`config.mk`:
```
export PLATFORM = sky130hd
export DESIGN_NAME = rxr_ring_top
export DESIGN_NICKNAME = d
export VERILOG_FILES = /design/src/rtl/rxr_pkg.sv /design/src/rtl/rxr_desc_store.sv /design/src/rtl/rxr_ring_ctrl.sv /design/src/rtl/rxr_irq_ctrl.sv /design/src/rtl/rxr_ring_top.sv
export SDC_FILE = /design/constraint.sdc
export NUM_CORES = 1
export LEC_CHECK = 0
export ABC_AREA = 1
export BUFFER_PORTS_ARGS = -buffer_cell sky130_fd_sc_hd__buf_4
export CAP_MARGIN = 20
export CORE_MARGIN = 2
export CORE_UTILIZATION = 35
export CTS_CLUSTER_DIAMETER = 40
export DETAILED_ROUTE_END_ITERATION = 16
export SLEW_MARGIN = 0
export SYNTH_ARGS = -nofsm -noshare
export SYNTH_HDL_FRONTEND = slang
export SYNTH_HIERARCHICAL = 1
export SYNTH_SLANG_ARGS = --single-unit
```
`constraint.sdc`:
```
create_clock -name clk -period 2.9 [get_ports clk]
set_input_delay 0.29 -clock clk [delete_from_list [all_inputs] [get_ports clk]]
set_output_delay 0.29 -clock clk [all_outputs]
set_load 0.1 [all_outputs]
```
`src/rtl/rxr_pkg.sv`:
```
// Shared constants for the receive descriptor ring.
// Assumes a 16-bit descriptor word with the ownership flag in the top bit.
package rxr_pkg;
    localparam int DESC_W    = 16;
    localparam int EMPTY_BIT = 15;
    localparam int SRC_W     = 3;
    localparam int SRC_RX    = 0;
    localparam int SRC_BUSY  = 1;
    localparam int SRC_ERR   = 2;
endpackage

```
`src/rtl/rxr_desc_store.sv`:
```
// Descriptor words and their frame buffers.
// Assumes at most one hardware store per cycle. A hardware store wins over a
// software write to the same index in the same cycle.
module rxr_desc_store #(
    parameter int NUM_DESC  = 8,
    parameter int BUF_BYTES = 2,
    localparam int IDX_W    = (NUM_DESC > 1) ? $clog2(NUM_DESC) : 1,
    localparam int LEN_W    = $clog2(BUF_BYTES + 1),
    localparam int DATA_W   = BUF_BYTES * 8
) (
    input  logic                      clk,
    input  logic                      rst_n,
    input  logic                      sw_we,
    input  logic [IDX_W-1:0]          sw_addr,
    input  logic [rxr_pkg::DESC_W-1:0] sw_wdata,
    output logic [rxr_pkg::DESC_W-1:0] sw_rdata,
    output logic [DATA_W-1:0]         sw_buf_rdata,
    input  logic                      hw_we,
    input  logic [IDX_W-1:0]          hw_idx,
    input  logic [LEN_W-1:0]          hw_len,
    input  logic [DATA_W-1:0]         hw_data,
    output logic [NUM_DESC-1:0]       empty_vec
);
    import rxr_pkg::*;

    logic [DESC_W-1:0] desc_q [NUM_DESC];
    logic [DATA_W-1:0] buf_q  [NUM_DESC];

    for (genvar i = 0; i < NUM_DESC; i++) begin : g_entry
        // Update one descriptor and its buffer from hardware or software.
        always_ff @(posedge clk) begin
            if (!rst_n) begin
                desc_q[i] <= '0;
                buf_q[i]  <= '0;
            end else if (hw_we && hw_idx == IDX_W'(i)) begin
                desc_q[i] <= {1'b0, desc_q[i][EMPTY_BIT-1:LEN_W], hw_len};
                buf_q[i]  <= hw_data;
            end else if (sw_we && sw_addr == IDX_W'(i)) begin
                desc_q[i] <= sw_wdata;
            end
        end
        assign empty_vec[i] = desc_q[i][EMPTY_BIT];
    end

    // Combinational software read port.
    always_comb begin
        sw_rdata     = desc_q[sw_addr];
        sw_buf_rdata = buf_q[sw_addr];
    end


    // hand_back_chk
    hand_back_chk: assert property (@(posedge clk) disable iff (!rst_n)
        hw_we |=> !empty_vec[$past(hw_idx)]);


    // sw_arm_chk
    sw_arm_chk: assert property (@(posedge clk) disable iff (!rst_n)
        (sw_we && !hw_we && sw_wdata[EMPTY_BIT]) |=> empty_vec[$past(sw_addr)]);
endmodule

```
`src/rtl/rxr_ring_ctrl.sv`:
```
// Ring pointer and frame admission.
// Decides store or drop for each frame strobe, clamps the length to the buffer
// size, masks unused payload bytes, and flags an enable with no empty entry.
// Assumes frm_valid is a one-cycle strobe per frame.
module rxr_ring_ctrl #(
    parameter int NUM_DESC  = 8,
    parameter int BUF_BYTES = 2,
    localparam int IDX_W    = (NUM_DESC > 1) ? $clog2(NUM_DESC) : 1,
    localparam int LEN_W    = $clog2(BUF_BYTES + 1),
    localparam int DATA_W   = BUF_BYTES * 8
) (
    input  logic                clk,
    input  logic                rst_n,
    input  logic                rx_en,
    input  logic                frm_valid,
    input  logic [LEN_W-1:0]    frm_len,
    input  logic [DATA_W-1:0]   frm_data,
    input  logic [NUM_DESC-1:0] empty_vec,
    output logic                store_o,
    output logic                drop_o,
    output logic                en_err_o,
    output logic [IDX_W-1:0]    ptr_o,
    output logic [LEN_W-1:0]    len_o,
    output logic [DATA_W-1:0]   data_o
);
    localparam logic [IDX_W-1:0] LAST_IDX = IDX_W'(NUM_DESC - 1);
    localparam logic [LEN_W-1:0] MAX_LEN  = LEN_W'(BUF_BYTES);

    logic [IDX_W-1:0] ptr_q;
    logic             en_q;
    logic             take;

    // Decide whether this cycle's frame is stored or dropped.
    always_comb begin
        take    = frm_valid && rx_en;
        store_o = take && empty_vec[ptr_q];
        drop_o  = take && !empty_vec[ptr_q];
        len_o   = (frm_len > MAX_LEN) ? MAX_LEN : frm_len;
    end

    for (genvar b = 0; b < BUF_BYTES; b++) begin : g_byte
        assign data_o[b*8 +: 8] = (LEN_W'(b) < len_o) ? frm_data[b*8 +: 8] : 8'h00;
    end

    // Advance the ring pointer on each stored frame, wrapping at the end.
    always_ff @(posedge clk) begin
        if (!rst_n)
            ptr_q <= '0;
        else if (store_o)
            ptr_q <= (ptr_q == LAST_IDX) ? '0 : ptr_q + 1'b1;
    end

    // Remember the previous enable level for edge detection.
    always_ff @(posedge clk) begin
        if (!rst_n) en_q <= 1'b0;
        else        en_q <= rx_en;
    end

    assign en_err_o = rx_en && !en_q && !(|empty_vec);
    assign ptr_o    = ptr_q;


    // drop_hold_chk
    drop_hold_chk: assert property (@(posedge clk) disable iff (!rst_n)
        drop_o |=> $stable(ptr_o));


    // idle_hold_chk
    idle_hold_chk: assert property (@(posedge clk) disable iff (!rst_n)
        !rx_en |=> $stable(ptr_o));


    // advance_chk
    advance_chk: assert property (@(posedge clk) disable iff (!rst_n)
        (store_o && NUM_DESC > 1) |=> (ptr_o != $past(ptr_o)));
endmodule

```
`src/rtl/rxr_irq_ctrl.sv`:
```
// Interrupt source latches, write-one-to-clear, and mask.
// Assumes set events are single-cycle pulses. A set wins over a clear of the
// same bit in the same cycle.
module rxr_irq_ctrl (
    input  logic                      clk,
    input  logic                      rst_n,
    input  logic [rxr_pkg::SRC_W-1:0] set_i,
    input  logic                      clr_we,
    input  logic [rxr_pkg::SRC_W-1:0] clr_data,
    input  logic                      mask_we,
    input  logic [rxr_pkg::SRC_W-1:0] mask_data,
    output logic [rxr_pkg::SRC_W-1:0] src_o,
    output logic                      irq_o
);
    import rxr_pkg::*;

    logic [SRC_W-1:0] src_q;
    logic [SRC_W-1:0] mask_q;
    logic [SRC_W-1:0] clr_eff;

    assign clr_eff = clr_we ? clr_data : '0;

    // Latch sources, clear on write-one, let set events win.
    always_ff @(posedge clk) begin
        if (!rst_n) src_q <= '0;
        else        src_q <= (src_q & ~clr_eff) | set_i;
    end

    // Hold the mask written by software.
    always_ff @(posedge clk) begin
        if (!rst_n)       mask_q <= '0;
        else if (mask_we) mask_q <= mask_data;
    end

    assign src_o = src_q;
    assign irq_o = |(src_q & mask_q);


    // rx_latch_chk
    rx_latch_chk: assert property (@(posedge clk) disable iff (!rst_n)
        set_i[SRC_RX] |=> src_o[SRC_RX]);


    // clear_wins_chk
    clear_wins_chk: assert property (@(posedge clk) disable iff (!rst_n)
        (clr_we && clr_data[SRC_RX] && !set_i[SRC_RX]) |=> !src_o[SRC_RX]);


    // masked_quiet_chk
    masked_quiet_chk: assert property (@(posedge clk) disable iff (!rst_n)
        (!mask_we && $past(mask_we) && mask_data == '0 && $past(mask_data) == '0) |-> !irq_o);
endmodule

```
`src/rtl/rxr_ring_top.sv`:
```
// Receive descriptor ring top: ties admission, storage and interrupts together.
// Assumes software and the frame source share one clock.
module rxr_ring_top #(
    parameter int NUM_DESC  = 8,
    parameter int BUF_BYTES = 2,
    localparam int IDX_W    = (NUM_DESC > 1) ? $clog2(NUM_DESC) : 1,
    localparam int LEN_W    = $clog2(BUF_BYTES + 1),
    localparam int DATA_W   = BUF_BYTES * 8
) (
    input  logic                       clk,
    input  logic                       rst_n,
    input  logic                       rx_en,
    input  logic                       frm_valid,
    input  logic [LEN_W-1:0]           frm_len,
    input  logic [DATA_W-1:0]          frm_data,
    input  logic [IDX_W-1:0]           sw_addr,
    input  logic                       sw_we,
    input  logic [rxr_pkg::DESC_W-1:0] sw_wdata,
    output logic [rxr_pkg::DESC_W-1:0] sw_rdata,
    output logic [DATA_W-1:0]          sw_buf_rdata,
    input  logic                       irq_clr_we,
    input  logic [rxr_pkg::SRC_W-1:0]  irq_clr_data,
    input  logic                       irq_mask_we,
    input  logic [rxr_pkg::SRC_W-1:0]  irq_mask_data,
    output logic [rxr_pkg::SRC_W-1:0]  irq_src,
    output logic                       irq,
    output logic [IDX_W-1:0]           rx_ptr
);
    import rxr_pkg::*;

    logic [NUM_DESC-1:0] empty_vec;
    logic                store, drop, en_err;
    logic [LEN_W-1:0]    st_len;
    logic [DATA_W-1:0]   st_data;
    logic [SRC_W-1:0]    src_set;

    rxr_ring_ctrl #(.NUM_DESC(NUM_DESC), .BUF_BYTES(BUF_BYTES)) u_ctrl (
        .clk(clk), .rst_n(rst_n), .rx_en(rx_en),
        .frm_valid(frm_valid), .frm_len(frm_len), .frm_data(frm_data),
        .empty_vec(empty_vec), .store_o(store), .drop_o(drop),
        .en_err_o(en_err), .ptr_o(rx_ptr), .len_o(st_len), .data_o(st_data)
    );

    rxr_desc_store #(.NUM_DESC(NUM_DESC), .BUF_BYTES(BUF_BYTES)) u_store (
        .clk(clk), .rst_n(rst_n),
        .sw_we(sw_we), .sw_addr(sw_addr), .sw_wdata(sw_wdata),
        .sw_rdata(sw_rdata), .sw_buf_rdata(sw_buf_rdata),
        .hw_we(store), .hw_idx(rx_ptr), .hw_len(st_len), .hw_data(st_data),
        .empty_vec(empty_vec)
    );

    // Collect the per-cycle source events.
    always_comb begin
        src_set           = '0;
        src_set[SRC_RX]   = store;
        src_set[SRC_BUSY] = drop;
        src_set[SRC_ERR]  = en_err;
    end

    rxr_irq_ctrl u_irq (
        .clk(clk), .rst_n(rst_n), .set_i(src_set),
        .clr_we(irq_clr_we), .clr_data(irq_clr_data),
        .mask_we(irq_mask_we), .mask_data(irq_mask_data),
        .src_o(irq_src), .irq_o(irq)
    );


    // busy_latch_chk
    busy_latch_chk: assert property (@(posedge clk) disable iff (!rst_n)
        (frm_valid && rx_en && !empty_vec[rx_ptr]) |=> irq_src[SRC_BUSY]);
endmodule

```
==> results.json <==
{
  "status": "complete, no violations",
  "post_drt_via_cell_ratio": 4.78,
  "fin_skew_ns": 0.0196,
  "cts_resized": 0,
  "reg2reg_from": "u_ctrl/ptr_o[0]",
  "cts_tree": "yes",
  "rsz0062_at_grt": "false",
  "ys_seq_area_frac": 0.604,
  "layout-drive-gt1-share": 0.135,
  "synth-seq-cells": 266,
  "clkSinkCount": 266,
  "grt_max_degree": 100,
  "core_sq_um": 36700,
  "syn_nets": 1604,
  "clkSlewWorstSetupHoldPaths_ns": 0.05,
  "crit_required_ns": 3.03,
  "cp-start-kind": "flip-flop",
  "wl_microns": 35800,
  "r2r_cells": 11,
  "post-route-util": 0.424,
  "finalMaxSlewViolations": 0,
  "rr_endpoint": "u_store/desc_q[5][12]",
  "max_freq_ghz": 0.425,
  "p_total_uw": 10700,
  "synth_warnings": 6,
  "clk_path_buf_depth": 3,
  "ff2ff_setup_slack_ns": 0.55,
  "grt.total_usage": 0.187,
  "clock_latency_ns": 0.52,
  "min_from": "irq_mask_we",
  "setup_violations": 0,
  "place_hpwl_microns": 22800,
  "drtPass1Iterations": 5,
  "tightest_slew_ns": 0.741,
  "num-nets-final": 1691,
  "grt_pass1_vias": 9870,
  "synth_cell_type_count": 23,
  "period_needed_ns": 2.35,
  "n_antenna_cell": 0,
  "whs_path_depth": 3,
  "fillerInstances": 3502,
  "post_drt_wl_per_cell_microns": 16.8,
  "grt_pass1_wl_microns": 56200,
  "cp_max_fo": 13,
  "drt_iter0_markers": 875,
  "syn_inst": 1552,
  "vias": 10200,
  "fin_crit_sh": 0.811,
  "yosysTopAreaCell": "edfxtp_1",
  "antenna_found_initial": 0,
  "synth_top_cell_area_share": 0.589,
  "finalHoldViolations": 0,
  "die_area_sq_um": 38900,
  "crit_arrival_ns": 2.48,
  "die_y_microns": 197,
  "syn_area_sq_um": 13100,
  "postRouteAntennaNets": 0,
  "startpoint": "u_ctrl/ptr_o[0]",
  "avgSynthCellArea_sq_um": 8.41,
  "h-tree-depth": 2,
  "endpoint_kind": "flip-flop",
  "root_buffer": "clkbuf_16",
  "dieWidth_microns": 197,
  "drc_errors": 0,
  "initial_core_util": 0.356,
  "numCtsBuffers": 38,
  "overflow": 0,
  "ios": 89,
  "power.density_nw_per_um2": 685,
  "holdPathEnd": "u_irq/mask_q[2]",
  "critical_path_class": "reg2reg",
  "ir_drop_v": 0.000341,
  "portBuffers": 88,
  "synthTopCellsByArea": "edfxtp_1 (59%), nand2_1 (22%), nor2_1 (8.1%)",
  "p_leak_uw": 0.00723,
  "num_rows": 70,
  "place.gp.congestion": 0.854,
  "max-cap-violations": 0,
  "syn_to_final_growth_pct": 19.2,
  "min_path_type": "in2reg",
  "setup_tns_ns": 0,
  "relSlewSlack": 0.504
}
-- per-stage QoR --
step | cells | setup slack [ns] | instance area, sq um | hold slack, ns
5_1_grt | 2136 | 0.388 | 15600 | 0.0411
4_1_cts | 2136 | 0.563 | 15600 | 0.0159
3_5_place_dp | 2063 | 0.569 | 14200 | 0.491
2_1_floorplan | 1552 | 0.0544 | 13100 | 0.383
6_report | 2136 | 0.548 | 15600 | 0.0346
3_3_place_gp | 2063 | 0.590 | 14200 | 0.483
-- layer usage --
layer	track usage	wire (microns)	vias to the layer above
met1	0.260	16300	4828
met5	0	0	-
met2	0.308	16800	330
met4	0.0498	559	0
met3	0.0234	2140	38
li1	-	-	5009
-- cell families after synthesis --
logic type,after synthesis,synth area share
compound gates,7,0.00268
fa+ha+maj,2,0.00192
buf+inv,173,0.0621
flops,266,0.604
simple gates,1104,0.329
-- worst max path at each step --
stage,cells after the start,end
after floorplan,10,u_store/desc_q[5][10]
after global placement,10,sw_rdata[0]
after detailed placement,10,sw_rdata[5]
after CTS,10,sw_rdata[5]
after global routing,11,u_store/desc_q[5][10]
final,11,u_store/desc_q[5][12]
-- report_power, final --
part	total, uW	leakage [uW]	switching, uW	internal (uW)
Clock	4880	0.000656	1760	3130
Sequential	4460	0.00266	61.3	4400
Combinational	1310	0.00392	1010	302
Total	10700	0.00723	2830	7830
-- placed cells by master (no fill, tap or decap), types with 3 or more instances in the layout --
cell type        n
buf_12           4
nor2_1         283
o21ai_0          3
inv_1           80
nand4_1          9
nand3_2          4
nand2_2         11
clkinv_2         4
bufinv_16        7
nor2_2           8
clkbuf_16       39
edfxtp_1       256
clkinv_4         3
clkinv_1         4
a21oi_1          4
nand3_1         14
dlygate4sd3_1    4
buf_4          122
nand2_1        770
clkbuf_1         4
dfxtp_1          8
inv_2            8
inv_6            7
nor2_4           3
-- cell usage after synthesis --
master and number:
nand3_4 1, nand2_2 11, buf_4 11, nor2_1 283, nand4_1 9, nor2_2 8, nor3_1 1, clkinv_2 1
dfxtp_1 10, nand2_1 770, clkbuf_1 8, a21oi_1 4, nand3_1 14, buf_2 47, inv_2 8, buf_6 8
nand3_2 4, ha_1 2, o21ai_0 3, nor2_4 3, edfxtp_1 256, buf_1 9, inv_1 81
-- area by class of cell --
class / count / area, sq um / share of cell area
clock buffers: 43 / 991 / 0.0637
well taps: 468 / 586 / 0.0376
repair buffers: 130 / 1040 / 0.0666
clock inverters: 26 / 355 / 0.0228
inverters: 90 / 342 / 0.0220
multi-input cells: 1113 / 4350 / 0.280
flip-flops and latches: 266 / 7890 / 0.507
-- sequential cells by signal, indices dropped and copies added (netlist names) --
register / flops
u_irq/src_o: 3
u_store/desc_q: 128
u_ctrl/ptr_o: 3
u_ctrl/en_q: 1
u_irq/mask_q: 3
u_store/buf_q: 128
-- worst max-delay path, cell delays in order (launching register included) --
cell and delay [ns]:
dfxtp_2 0.46, inv_2 0.10, nand2_1 0.07, nand3_1 0.07
nand3_2 0.11, nand3_4 0.10, inv_1 0.12, nand2_1 0.11
nor2_1 0.29, nor2_4 0.08, nand2_2 0.08, nand2_1 0.36
-- repair_timing --
action                    in CTS  in global routing
setup buffers                  0                  0
hold buffers                   4                  0
hold endpoints to repair       4                  0
Power figures use the tool's default switching activity.
